`src/rtl/ras_pkg.sv`:
```
package ras_pkg;
  typedef enum logic [1:0] {
    RAS_IDLE = 2'd0,
    RAS_PUSH = 2'd1,
    RAS_POP  = 2'd2,
    RAS_FIX  = 2'd3
  } ras_op_e;
endpackage

```
`src/rtl/ras_op_decode.sv`:
```
module ras_op_decode
  import ras_pkg::*;
(
  input  logic    push,
  input  logic    pop,
  input  logic    restore,
  output ras_op_e op
);
  // Repair outranks both stack moves; push before pop only matters on misuse.
  always_comb begin
    if (restore)   op = RAS_FIX;
    else if (push) op = RAS_PUSH;
    else if (pop)  op = RAS_POP;
    else           op = RAS_IDLE;
  end
endmodule

```
`src/rtl/ras_ptr_ctrl.sv`:
```
module ras_ptr_ctrl
  import ras_pkg::*;
#(
  parameter int DEPTH = 8,
  parameter int PTR_W = 3
) (
  input  logic             clk,
  input  logic             rst_n,
  input  ras_op_e          op,
  input  logic [PTR_W-1:0] fix_ptr,
  output logic [PTR_W-1:0] tos,
  output logic             wr_en,
  output logic [PTR_W-1:0] wr_idx
);
  localparam logic [PTR_W-1:0] LAST = PTR_W'(DEPTH - 1);

  logic [PTR_W-1:0] up_ptr;
  logic [PTR_W-1:0] dn_ptr;
  logic [PTR_W-1:0] nxt_ptr;

  assign up_ptr = (tos == LAST) ? '0 : tos + 1'b1;
  assign dn_ptr = (tos == '0) ? LAST : tos - 1'b1;

  always_comb begin
    unique case (op)
      RAS_PUSH: nxt_ptr = up_ptr;
      RAS_POP:  nxt_ptr = dn_ptr;
      RAS_FIX:  nxt_ptr = fix_ptr;
      default:  nxt_ptr = tos;
    endcase
  end

  assign wr_en  = (op == RAS_PUSH) || (op == RAS_FIX);
  assign wr_idx = (op == RAS_FIX) ? fix_ptr : up_ptr;

  always_ff @(posedge clk or negedge rst_n) begin
    if (!rst_n) tos <= '0;
    else        tos <= nxt_ptr;
  end
endmodule

```
`src/rtl/ras_storage.sv`:
```
module ras_storage #(
  parameter int DEPTH  = 8,
  parameter int ADDR_W = 32,
  parameter int PTR_W  = 3
) (
  input  logic              clk,
  input  logic              rst_n,
  input  logic              wr_en,
  input  logic [PTR_W-1:0]  wr_idx,
  input  logic [ADDR_W-1:0] wr_data,
  input  logic [PTR_W-1:0]  rd_idx,
  output logic [ADDR_W-1:0] rd_data
);
  logic [ADDR_W-1:0] ent [DEPTH];

  for (genvar i = 0; i < DEPTH; i++) begin : g_slot
    logic [ADDR_W-1:0] q;
    always_ff @(posedge clk or negedge rst_n) begin
      if (!rst_n)                                q <= '0;
      else if (wr_en && (wr_idx == PTR_W'(i)))   q <= wr_data;
    end
    assign ent[i] = q;
  end

  assign rd_data = ent[rd_idx];
endmodule

```
`src/rtl/ras_stack.sv`:
```
module ras_stack
  import ras_pkg::*;
#(
  parameter int DEPTH  = 8,
  parameter int ADDR_W = 32,
  parameter int PTR_W  = (DEPTH > 1) ? $clog2(DEPTH) : 1
) (
  input  logic              clk,
  input  logic              rst_n,
  input  logic              push_i,
  input  logic [ADDR_W-1:0] push_addr_i,
  input  logic              pop_i,
  input  logic              restore_i,
  input  logic [PTR_W-1:0]  restore_ptr_i,
  input  logic [ADDR_W-1:0] restore_addr_i,
  output logic [PTR_W-1:0]  top_ptr_o,
  output logic [ADDR_W-1:0] top_addr_o
);
  ras_op_e           op;
  logic              wr_en;
  logic [PTR_W-1:0]  wr_idx;
  logic [ADDR_W-1:0] wr_data;
  logic [PTR_W-1:0]  tos;

  ras_op_decode u_dec (
    .push    (push_i),
    .pop     (pop_i),
    .restore (restore_i),
    .op      (op)
  );

  ras_ptr_ctrl #(.DEPTH(DEPTH), .PTR_W(PTR_W)) u_ptr (
    .clk     (clk),
    .rst_n   (rst_n),
    .op      (op),
    .fix_ptr (restore_ptr_i),
    .tos     (tos),
    .wr_en   (wr_en),
    .wr_idx  (wr_idx)
  );

  assign wr_data = (op == RAS_FIX) ? restore_addr_i : push_addr_i;

  ras_storage #(.DEPTH(DEPTH), .ADDR_W(ADDR_W), .PTR_W(PTR_W)) u_mem (
    .clk     (clk),
    .rst_n   (rst_n),
    .wr_en   (wr_en),
    .wr_idx  (wr_idx),
    .wr_data (wr_data),
    .rd_idx  (tos),
    .rd_data (top_addr_o)
  );

  assign top_ptr_o = tos;
endmodule

```
`config.mk`:
```
export PLATFORM = sky130hd
export DESIGN_NAME = ras_stack
export DESIGN_NICKNAME = d
export VERILOG_FILES = /design/src/rtl/ras_pkg.sv /design/src/rtl/ras_op_decode.sv /design/src/rtl/ras_ptr_ctrl.sv /design/src/rtl/ras_storage.sv /design/src/rtl/ras_stack.sv
export SDC_FILE = /design/constraint.sdc
export NUM_CORES = 1
export LEC_CHECK = 0
export ABC_AREA = 1
export CORE_UTILIZATION = 40
export CTS_CLUSTER_SIZE = 16
export DETAILED_ROUTE_END_ITERATION = 10
export DONT_BUFFER_PORTS = 1
export PLACE_DENSITY = 0.56
export SLEW_MARGIN = 20
export SYNTH_ARGS = -nofsm -noshare
export SYNTH_HDL_FRONTEND = slang
export SYNTH_SLANG_ARGS = --single-unit
```
`constraint.sdc`:
```
create_clock -name clk -period 3 [get_ports clk]
set_clock_uncertainty 0.15 [all_clocks]
set_input_delay 0.15 -clock clk [delete_from_list [all_inputs] [get_ports clk]]
set_output_delay 0.15 -clock clk [all_outputs]
set_load 0.02 [all_outputs]
```
==> run summary <==
DRT Wirelength: 47700 µm
first-pass GRT wire length: 74700 µm
initial antenna violation count: 0
failing checks: negative hold slack
gr usage total: 28.4%
CP startpoint kind: flip-flop
CTS Sinks: 259
H-Tree Depth: 1
outcome: finished, violations left
Async S/R FF share, synth: 100%
Iteration-0 DRC Markers: 1324
hold buffer count at CTS: 80
Yosys warning count: 0
power per cell area: 969 nW/µm²
Max Cap Viol: 0
DR pass1 iterations: 5
Detail Route Antenna Nets: 0
drt wl/cell: 20.3 µm
WHS: -0.865 ns
std cell rows: 66
Filler cells: 3315
main combinational cell family by area after synthesis: simple AND/OR/NAND/NOR gates
crit path DAT: 3.10 ns
core region area: 32800 µm²
min Tclk post-route: 2.76 ns
Mapped Cells: 1886
CTS tree: built
Yosys cell types: 20
area leader, netlist: dfrtp_1
Max FO, Critical Path: 66
Antenna Cells: 0
Setup CP Type: flip-flop to flip-flop
vias: 13100
Post-synth EDFFs: 0
grt total ovfl: 0
Worst IR Drop VDD: 0.512 mV
TritonCTS buffer count: 30
area share of fa/ha/maj cells after synthesis: 0.373%
# DRC: 0
Post-DP Area: 13800 µm²
vias per inst: 5.55
max-slew violation count: 0
CTS max path bufs: 3
mux contribution to synthesized area: 0%
Post-synth top flop: dfrtp_1
Layout area overhead: 17.1%
post-synthesis area per instance: 7.12 µm²
Worst Tran Pin Value: 0.957 ns
Post-synth top cells: nand2_1 (790), nor2_1 (262), dfrtp_1 (259)
Root Buffer: clkbuf_16
TNS Setup: 0 ns
Initial Utilization: 40.9%
die height: 185 µm
Pleak: 8.11 nW
Slew headroom: 36.2%
Post-Synth XOR/XNOR Area: 0%
IO buf count: 0
layout cells sized above 1: 5.96%
sequential area share after synthesis: 48.3%
post-synthesis cell area: 13400 µm²
DIE AREA: 34300 µm²
Top Ports: 107
Final Cell Area: 15700 µm²
most numerous cell in the Yosys netlist: nand2_1
data required time of the worst path: 3.34 ns
top-area cell type share of the netlist area: 48.3%
synthesized flop and latch total: 259
simple-gate portion of the synthesized area: 40.9%
vias in the first global route: 12600
Compound-Gate Fraction of Synth Area: 5.14%
nets: 1965
CP endpoint kind: flip-flop
pin count of the biggest net entering global routing: 260
clock slew at reported path FFs: 0.06 ns
Hold Crit Class: input port to async pin
Hold Fails Final Rpt: 259
Max Fclk: 362 MHz
fin crit share: 92.1%
Synth area leaders: dfrtp_1 (48%), nand2_1 (22%), nor2_1 (7.3%)
RSZ-0062 raised after global routing: false
Mapped Nets: 1962
Chip Width: 185 µm
detailed-placement wirelength estimate: 24700 µm
clock latency on the worst-skew pair: 0.56 ns
Final setup viols: 0
routability cong.: 0.824
==> repair_timing <==
action	in CTS	in global routing
setup endpoints to repair	19	12
setup buffers	0	0
gates resized for setup	1	3
endpoints found under the hold margin	489	259
==> registers in the layout, summed over array words and instances, names as in the netlist <==
register and cells:
u_ptr.tos 3, u_mem.g_slot.q 256
==> area by class of cell <==
| cell class | count | area (µm²) | area share [%] |
|---|---|---|---|
| well taps | 442 | 553 | 3.52 |
| inverters | 13 | 50.0 | 0.318 |
| flip-flops and latches | 259 | 6490 | 41.3 |
| clock inverters | 11 | 161 | 1.03 |
| clock buffers | 45 | 918 | 5.84 |
| repair buffers | 121 | 1240 | 7.91 |
| multi-input cells | 1464 | 6300 | 40.1 |
==> layer usage <==
layer	vias to the layer above	global-route usage, %	part of all wire (%)
met5	-	0	0
met4	0	8.56	2.7
met3	82	3.24	6.4
met2	472	47.3	48
met1	6408	38.8	43
li1	6101	-	-
==> cells in the final DEF, fill, tap and decap left out <==
master / n
nand3_2: 8
dfrtp_2: 2
nand4_1: 128
dfrtp_1: 256
clkbuf_8: 9
o21ai_4: 2
buf_12: 11
o21ai_0: 130
dfrtp_4: 1
inv_1: 10
buf_4: 31
dlygate4sd3_1: 79
ha_1: 4
nor2_4: 3
a21oi_1: 1
clkinv_2: 6
clkinv_4: 1
bufinv_16: 4
nor2_1: 262
clkbuf_16: 31
nand3_1: 133
a21oi_4: 1
clkinvlp_4: 1
o211ai_1: 1
clkbuf_1: 5
nand2_4: 1
nand2_1: 790
inv_2: 2
==> logic make-up (layout without fill, tap and decap cells) <==
| group | count (synthesis) | count (layout) |
|---|---|---|
| compound gates | 135 | 135 |
| buf+inv | 163 | 190 |
| fa+ha+maj | 4 | 4 |
| flops | 259 | 259 |
| simple gates | 1325 | 1325 |
==> critical path, cell delays in order (launching register included) <==
cell and delay [ns]:
dfrtp_2 0.43, inv_2 0.06, buf_4 0.74, ha_1 0.31, nor2_1 0.04, o21ai_0 0.18, nand2_1 0.08, a21oi_1 0.13
dlygate4sd3_1 0.56
==> where the power goes <==
group / switching, mW / leakage [nW] / internal, mW
sequential: 0.911 / 3.19 / 5.24
combinational: 3.53 / 4.39 / 1.58
clock: 1.53 / 0.533 / 2.45
==> path summary, 6_finish.rpt <==
| kind | end | depth (start not counted) | from | slack (ns) |
|---|---|---|---|---|
| min | u_mem.g_slot[1].q[5] | 0 | rst_n | -0.87 |
| max in group asynchronous | u_mem.g_slot[3].q[14] | 0 | rst_n | 2.87 |
| min reg2reg | u_mem.g_slot[1].q[0] | 2 | u_mem.g_slot[1].q[0] | 0.31 |
| min in group clk | u_mem.g_slot[4].q[1] | 4 | restore_addr_i[1] | 0.02 |
| max | u_ptr.tos[2] | 8 | u_ptr.tos[1] | 0.24 |
| max reg2reg | u_ptr.tos[2] | 8 | u_ptr.tos[1] | 0.24 |
==> metrics by stage <==
stage | total power [mW] | util, % | instances | hold WS, ns | setup slack (ns)
after global placement | 11.0 | 42.1 | 2219 | -0.277 | 0.490
after floorplan | 9.60 | - | 1886 | -0.296 | 0.376
after detailed placement | 11.1 | 42.1 | 2219 | -0.281 | 0.460
after CTS | 15.2 | 47.9 | 2355 | -0.872 | 0.109
after global routing | 16.3 | 47.9 | 2355 | -0.885 | 0.0299
final | 15.2 | 47.9 | 2355 | -0.865 | 0.237
Note: power is estimated with default switching activity, not from simulation.
